### src/rtl/tlbx_pkg.sv
package tlbx_pkg;
    localparam int VA_W  = 32;
    localparam int OFF_W = 12;
    localparam int VPN_W = VA_W - OFF_W;
    localparam int PFN_W = 18;

    typedef enum logic [1:0] {ACC_FETCH = 2'd0, ACC_LOAD = 2'd1, ACC_STORE = 2'd2} acc_kind_e;
    typedef enum logic [1:0] {SZ_BYTE = 2'd0, SZ_HALF = 2'd1, SZ_WORD = 2'd2} acc_size_e;
    typedef enum logic [4:0] {
        CAUSE_NONE  = 5'd0,
        CAUSE_MISS  = 5'd21,
        CAUSE_WPROT = 5'd22,
        CAUSE_INVAL = 5'd23,
        CAUSE_ALIGN = 5'd24,
        CAUSE_PRIV  = 5'd25
    } cause_e;

    typedef struct packed {
        logic [VPN_W-1:0] vpn;
        logic [PFN_W-1:0] pfn;
        logic             wr_en;
        logic             valid;
    } tlb_entry_t;

    function automatic logic is_misaligned(acc_size_e sz, logic [1:0] low);
        return (sz == SZ_WORD && low != 2'b00) || (sz == SZ_HALF && low[0]);
    endfunction
endpackage

### src/rtl/tlb_cam.sv
module tlb_cam
    import tlbx_pkg::*;
#(
    parameter int ENTRIES = 32,
    localparam int IDX_W = $clog2(ENTRIES)
) (
    input  logic             clk,
    input  logic             rst,
    input  logic             we,
    input  logic [IDX_W-1:0] widx,
    input  tlb_entry_t       wentry,
    input  logic [VPN_W-1:0] look_vpn,
    output logic             match_o,
    output tlb_entry_t       entry_o
);
    tlb_entry_t        ent_arr [ENTRIES];
    logic [ENTRIES-1:0] hit_vec;

    for (genvar i = 0; i < ENTRIES; i++) begin : g_ent
        tlb_entry_t ent_q;
        always_ff @(posedge clk) begin
            if (rst) begin
                // park each tag in the direct-mapped region, never looked up
                ent_q <= '{vpn: VPN_W'(32'hC0000 + i), pfn: '0, wr_en: 1'b0, valid: 1'b0};
            end else if (we && widx == IDX_W'(i)) begin
                ent_q <= wentry;
            end
        end
        assign ent_arr[i] = ent_q;
        assign hit_vec[i] = (ent_q.vpn == look_vpn);
    end

    always_comb begin
        match_o = 1'b0;
        entry_o = '0;
        for (int i = ENTRIES - 1; i >= 0; i--) begin
            if (hit_vec[i]) begin
                match_o = 1'b1;
                entry_o = ent_arr[i];
            end
        end
    end
endmodule

### src/rtl/tlb_fault_chk.sv
module tlb_fault_chk
    import tlbx_pkg::*;
(
    input  logic [VA_W-1:0] va,
    input  acc_kind_e       kind,
    input  acc_size_e       size,
    input  logic            user,
    input  logic            match_i,
    input  tlb_entry_t      entry_i,
    output logic [VA_W-1:0] pa,
    output logic            hit_o,
    output logic            fault_o,
    output cause_e          cause_o,
    output logic            umiss_o,
    output logic            tlb_fault_o
);
    logic misal, priv, direct, lookup, miss, inval, wprot;

    always_comb begin
        misal  = is_misaligned(size, va[1:0]);
        priv   = user && va[31];
        direct = !user && va[31:30] == 2'b11;
        lookup = !misal && !priv && !direct;
        miss   = lookup && !match_i;
        inval  = lookup && match_i && !entry_i.valid;
        wprot  = lookup && match_i && entry_i.valid && kind == ACC_STORE && !entry_i.wr_en;

        // fixed priority chain
        if (misal)      cause_o = CAUSE_ALIGN;
        else if (priv)  cause_o = CAUSE_PRIV;
        else if (miss)  cause_o = CAUSE_MISS;
        else if (inval) cause_o = CAUSE_INVAL;
        else if (wprot) cause_o = CAUSE_WPROT;
        else            cause_o = CAUSE_NONE;

        fault_o     = cause_o != CAUSE_NONE;
        tlb_fault_o = miss || inval || wprot;
        hit_o       = lookup && match_i;
        umiss_o     = miss && !va[31];

        if (fault_o)     pa = '0;
        else if (direct) pa = {2'b00, va[29:0]};
        else             pa = {{(VA_W-PFN_W-OFF_W){1'b0}}, entry_i.pfn, va[OFF_W-1:0]};
    end
endmodule

### src/rtl/tlb_sw_regs.sv
module tlb_sw_regs
    import tlbx_pkg::*;
#(
    parameter int IDX_W = 5
) (
    input  logic             clk,
    input  logic             rst,
    input  logic             idx_we,
    input  logic             hi_we,
    input  logic             lo_we,
    input  logic [VA_W-1:0]  wr_data,
    input  logic             cap_en,
    input  logic             cap_tlb,
    input  logic [VA_W-1:0]  va,
    output logic [IDX_W-1:0] idx_q,
    output logic [VA_W-1:0]  hi_q,
    output logic [VA_W-1:0]  lo_q,
    output logic [VA_W-1:0]  bad_q
);
    logic [VPN_W-1:0] vpn_q;
    logic [PFN_W-1:0] pfn_q;
    logic [1:0]       flg_q;

    always_ff @(posedge clk) begin
        if (rst) begin
            idx_q <= '0;
            vpn_q <= '0;
            pfn_q <= '0;
            flg_q <= '0;
            bad_q <= '0;
        end else begin
            if (idx_we) idx_q <= wr_data[IDX_W-1:0];
            if (lo_we) begin
                pfn_q <= wr_data[OFF_W +: PFN_W];
                flg_q <= wr_data[1:0];
            end
            if (cap_en) bad_q <= va;
            if (cap_en && cap_tlb) vpn_q <= va[VA_W-1:OFF_W];
            else if (hi_we)        vpn_q <= wr_data[VA_W-1:OFF_W];
        end
    end

    assign hi_q = {vpn_q, {OFF_W{1'b0}}};
    assign lo_q = {{(VA_W-PFN_W-OFF_W){1'b0}}, pfn_q, {(OFF_W-2){1'b0}}, flg_q};


    bad_capture_chk: assert property (@(posedge clk) disable iff (rst)
        cap_en |=> bad_q == $past(va));

    hi_capture_chk: assert property (@(posedge clk) disable iff (rst)
        (cap_en && cap_tlb) |=> hi_q == {$past(va[VA_W-1:OFF_W]), {OFF_W{1'b0}}});

    bad_hold_chk: assert property (@(posedge clk) disable iff (rst)
        !cap_en |=> $stable(bad_q));
endmodule

### src/rtl/tlb_xlate.sv
module tlb_xlate
    import tlbx_pkg::*;
#(
    parameter int ENTRIES = 32,
    localparam int IDX_W = $clog2(ENTRIES)
) (
    input  logic             clk,
    input  logic             rst,
    input  logic             req_valid,
    input  logic [31:0]      vaddr,
    input  logic [1:0]       acc_kind,
    input  logic [1:0]       acc_size,
    input  logic             user_mode,
    output logic [31:0]      paddr,
    output logic             hit,
    output logic             fault,
    output logic [4:0]       cause,
    output logic             user_miss,
    input  logic             idx_we,
    input  logic             hi_we,
    input  logic             lo_we,
    input  logic [31:0]      wr_data,
    input  logic             entry_we,
    output logic [IDX_W-1:0] index_q,
    output logic [31:0]      entry_hi,
    output logic [31:0]      entry_lo,
    output logic [31:0]      bad_addr
);
    logic       match;
    tlb_entry_t m_entry, w_entry;
    cause_e     cause_e_w;
    logic       tlb_fault;

    assign w_entry = '{vpn: entry_hi[VA_W-1:OFF_W], pfn: entry_lo[OFF_W +: PFN_W],
                       wr_en: entry_lo[1], valid: entry_lo[0]};

    tlb_cam #(.ENTRIES(ENTRIES)) u_cam (
        .clk(clk), .rst(rst), .we(entry_we), .widx(index_q), .wentry(w_entry),
        .look_vpn(vaddr[VA_W-1:OFF_W]), .match_o(match), .entry_o(m_entry)
    );

    tlb_fault_chk u_chk (
        .va(vaddr), .kind(acc_kind_e'(acc_kind)), .size(acc_size_e'(acc_size)),
        .user(user_mode), .match_i(match), .entry_i(m_entry), .pa(paddr),
        .hit_o(hit), .fault_o(fault), .cause_o(cause_e_w), .umiss_o(user_miss),
        .tlb_fault_o(tlb_fault)
    );
    assign cause = cause_e_w;

    tlb_sw_regs #(.IDX_W(IDX_W)) u_regs (
        .clk(clk), .rst(rst), .idx_we(idx_we), .hi_we(hi_we), .lo_we(lo_we),
        .wr_data(wr_data), .cap_en(req_valid && fault), .cap_tlb(tlb_fault),
        .va(vaddr), .idx_q(index_q), .hi_q(entry_hi), .lo_q(entry_lo), .bad_q(bad_addr)
    );


    align_word_chk: assert property (@(posedge clk) disable iff (rst)
        (acc_size == 2'd2 && vaddr[1:0] != 2'b00) |-> (cause == 5'd24 && !hit));

    priv_byte_chk: assert property (@(posedge clk) disable iff (rst)
        (user_mode && vaddr[31] && acc_size == 2'd0) |-> cause == 5'd25);

    umiss_chk: assert property (@(posedge clk) disable iff (rst)
        user_miss |-> (cause == 5'd21 && !vaddr[31] && !hit));

    wprot_store_chk: assert property (@(posedge clk) disable iff (rst)
        (cause == 5'd22) |-> (acc_kind == 2'd2 && hit && paddr == 32'h0));
endmodule

### config.mk
export PLATFORM = sky130hd
export DESIGN_NAME = tlb_xlate
export DESIGN_NICKNAME = d
export VERILOG_FILES = /design/src/rtl/tlbx_pkg.sv /design/src/rtl/tlb_cam.sv /design/src/rtl/tlb_fault_chk.sv /design/src/rtl/tlb_sw_regs.sv /design/src/rtl/tlb_xlate.sv
export SDC_FILE = /design/constraint.sdc
export NUM_CORES = 2
export LEC_CHECK = 0
export BUFFER_PORTS_ARGS = -buffer_cell sky130_fd_sc_hd__buf_2
export CAP_MARGIN = 30
export CORE_MARGIN = 2
export CORE_UTILIZATION = 63
export DETAILED_ROUTE_END_ITERATION = 12
export PLACE_DENSITY = 0.81
export SLEW_MARGIN = 20
export SYNTH_ARGS = -nofsm -noshare
export SYNTH_HDL_FRONTEND = slang
export SYNTH_HIERARCHICAL = 1
export SYNTH_SLANG_ARGS = --single-unit
### constraint.sdc
create_clock -name clk -period 5.85 [get_ports clk]
set_input_delay 1.17 -clock clk [delete_from_list [all_inputs] [get_ports clk]]
set_output_delay 1.17 -clock clk [all_outputs]
set_load 0.005 [all_outputs]
==> flow_metrics.py <==
metrics = {
    "grt": {
        "grt_max_degree": 207,
        "grt_pass1_vias": 57430,
        "grt_usage": 0.4249,
        "grt_pass1_wl_microns": 333500,
        "overflow": 0,
        "antenna_found_initial": 10,
    },
    "floorplanning": {
        "die_y_microns": 317.7,
        "io_pins": 217,
        "core_sq_um": 97990,
        "die_w_microns": 317.7,
        "start_util": 0.6327,
        "rows": 115,
        "die_area_sq_um": 100900,
    },
    "timing": {
        "period_minus_slack_ps": 6095,
        "tns_ps": -6681,
        "hold_viol_final": 0,
        "fin_skew_ps": 32.37,
        "tightest_slew_ps": 1021,
        "rsz0062_at_grt": "yes",
        "worst_slack_ps": -244.8,
        "setup_viol_count_final": 35,
        "max_freq_mhz": 164.1,
        "post-route-period-util": 1.042,
        "drv_slew": 0,
        "slew_headroom": 0.3195,
    },
    "outcome": {
        "failed_checks": "setup timing",
        "outcome": "complete, but fails checks",
    },
    "power_and_ir_drop": {
        "power_density_nw_per_um2": 287.2,
        "combPwrFrac": 0.078,
        "switching_share": 0.2475,
        "power.leakage_nw": 25.41,
        "p_int_mw": 15.30,
        "switchingPower_mw": 5.032,
        "seqPwrFrac": 0.464,
        "p_clk_frac": 0.458,
        "vdd_drop_max_uv": 286.7,
    },
    "synthesis": {
        "yosys_warnings": 6,
        "synthCells": 8024,
        "syn_area_per_cell_sq_um": 7.726,
        "syn_area_sq_um": 61990,
    },
    "clock_tree": {
        "clock-sinks": 1357,
        "clockBufferDepth": 3,
        "cts-buffers-inserted": 141,
        "cts_tree": "yes",
        "root_buffer": "clkbuf_16",
        "htree_levels": 4,
        "clk_latency_ps": 770,
        "clk_pin_slew_ps": 60,
    },
    "routing": {
        "wirelength_microns": 225300,
        "wl_per_cell_microns": 23.91,
        "drt-pass1-iter-count": 12,
        "final_antenna_net_count": 0,
        "drt_iter0_markers": 9993,
        "avgViaCountPerCell": 6.437,
        "dr_total_vias": 60660,
        "drc": 0,
    },
    "place": {
        "dp_worst_setup_slack_ps": -597.8,
        "gp_congestion": 0.9289,
        "hpwl_microns": 135800,
        "portBuffers": 183,
    },
    "final_layout": {
        "area_growth_pct": 14.18,
        "drive_above_1_share": 0.1429,
        "fillCellCount": 7007,
        "nets": 8107,
    },
    "worst_setup_path": {
        "path_max_fanout": 8,
        "end_kind": "output pin",
        "cp.required_ps": 4680,
        "worst-setup-path-type": "primary input to output pin",
        "cp.arrival_ps": 4920,
        "cp-start-kind": "primary input",
    },
    "min_path": {
        "hold_path.class": "flip-flop to flip-flop",
    },
    "run": {
        "max-cap-violations": 0,
    },
}
==> metal layers <==
metal,vias up,routed length [microns],global-route usage
li1,26520,-,-
met1,28200,80740,0.5288
met4,10,16760,0.2695
met3,1163,34150,0.1476
met2,4760,93630,0.6287
met5,-,60,0
==> timing repair <==
action                     in CTS  in global routing
buffers inserted                3                 24
pin swaps                       4                 21
setup endpoints to repair      35                 35
cloned                          0                  2
hold buffers                    0                  0
resized for setup              70                 57
==> registers in the layout (all words and copies together), names as in the netlist <==
name,count
u_regs/bad_q,32
u_regs/idx_q,5
u_cam/ent_arr,1280
u_regs/vpn_q,20
u_regs/flg_q,2
u_regs/pfn_q,18
==> worst max-delay path, stage by stage <==
cell       delay (ps)
buf_2             110
buf_12            150
buf_4             140
buf_6             170
xor2_1            160
nor4_1            400
nand3_1           220
nor3_4            380
or3_4             220
or2_2             130
nor2_1             70
a222oi_1          330
o21ai_1           160
or3b_4            480
a21oi_4           210
clkbuf_16         190
nor3b_1            50
buf_2             170
==> cells in the final DEF, fill, tap and decap left out, types with 32 or more instances in the layout <==
cell type and count:
o221ai_1 57, a21oi_1 1152, dfxtp_1 1317, xor2_1 299, o21ai_0 99, o21ai_1 33
a311oi_1 36, clkbuf_16 150, buf_12 55, nand3b_1 139, nand3_1 46, dfxtp_2 40
nor2_1 160, nand2_1 2677, nand4_1 105, a221oi_1 51, xnor2_1 340, mux2i_1 77
clkbuf_8 32, buf_2 180, buf_4 412, nor4_1 60
==> worst paths after layout <==
path | startpoint | end | slack [ps] | cells past startpoint
worst max register to register | u_cam/ent_arr[1199]$_SDFFE_PP1P_ | u_regs/bad_q[24]$_SDFFE_PP0P_ | 1030 | 18
worst min register to register | u_cam/ent_arr[607]$_SDFFE_PP0P_ | u_cam/ent_arr[607]$_SDFFE_PP0P_ | 450 | 2
worst max-delay path | vaddr[15] | paddr[1] | -240 | 18
worst min-delay path | u_cam/ent_arr[607]$_SDFFE_PP0P_ | u_cam/ent_arr[607]$_SDFFE_PP0P_ | 450 | 2
==> through the flow <==
| step | util | power (mW) | instance area [sq um] | std cells | hold slack [ps] |
|---|---|---|---|---|---|
| floorplan | - | 10.43 | 62080 | 8048 | 431.2 |
| global placement | 0.6635 | 11.06 | 65010 | 9136 | 436.2 |
| detailed placement | 0.6652 | 11.08 | 65180 | 9144 | 442.1 |
| CTS | 0.7167 | 20.17 | 70230 | 9392 | 451.0 |
| global route | 0.7223 | 20.72 | 70780 | 9421 | 466.2 |
| finish | 0.7224 | 20.33 | 70780 | 9423 | 450.6 |
==> power groups by stage <==
| stage | registers, mW | clock network, mW | logic, mW |
|---|---|---|---|
| after floorplan | 9.58 | 0 | 0.853 |
| after global placement | 9.63 | 0 | 1.42 |
| after detailed placement | 9.64 | 0 | 1.44 |
| after CTS | 9.43 | 9.27 | 1.46 |
| after global routing | 9.44 | 9.68 | 1.59 |
| final | 9.44 | 9.31 | 1.58 |
==> final cells by class <==
cell class	count	area [sq um]	area share
Antenna cell	3	7.507	0.0001061
Clock buffer	206	4242	0.05992
Clock inverter	39	509.2	0.007194
Inverter	9	33.78	0.0004773
Multi-Input combinational cell	5836	31520	0.4452
Sequential cell	1357	27220	0.3845
Tap cell	1287	1610	0.02275
Timing Repair Buffer	686	5649	0.07981
No activity file was read; power rests on OpenSTA's default activity.
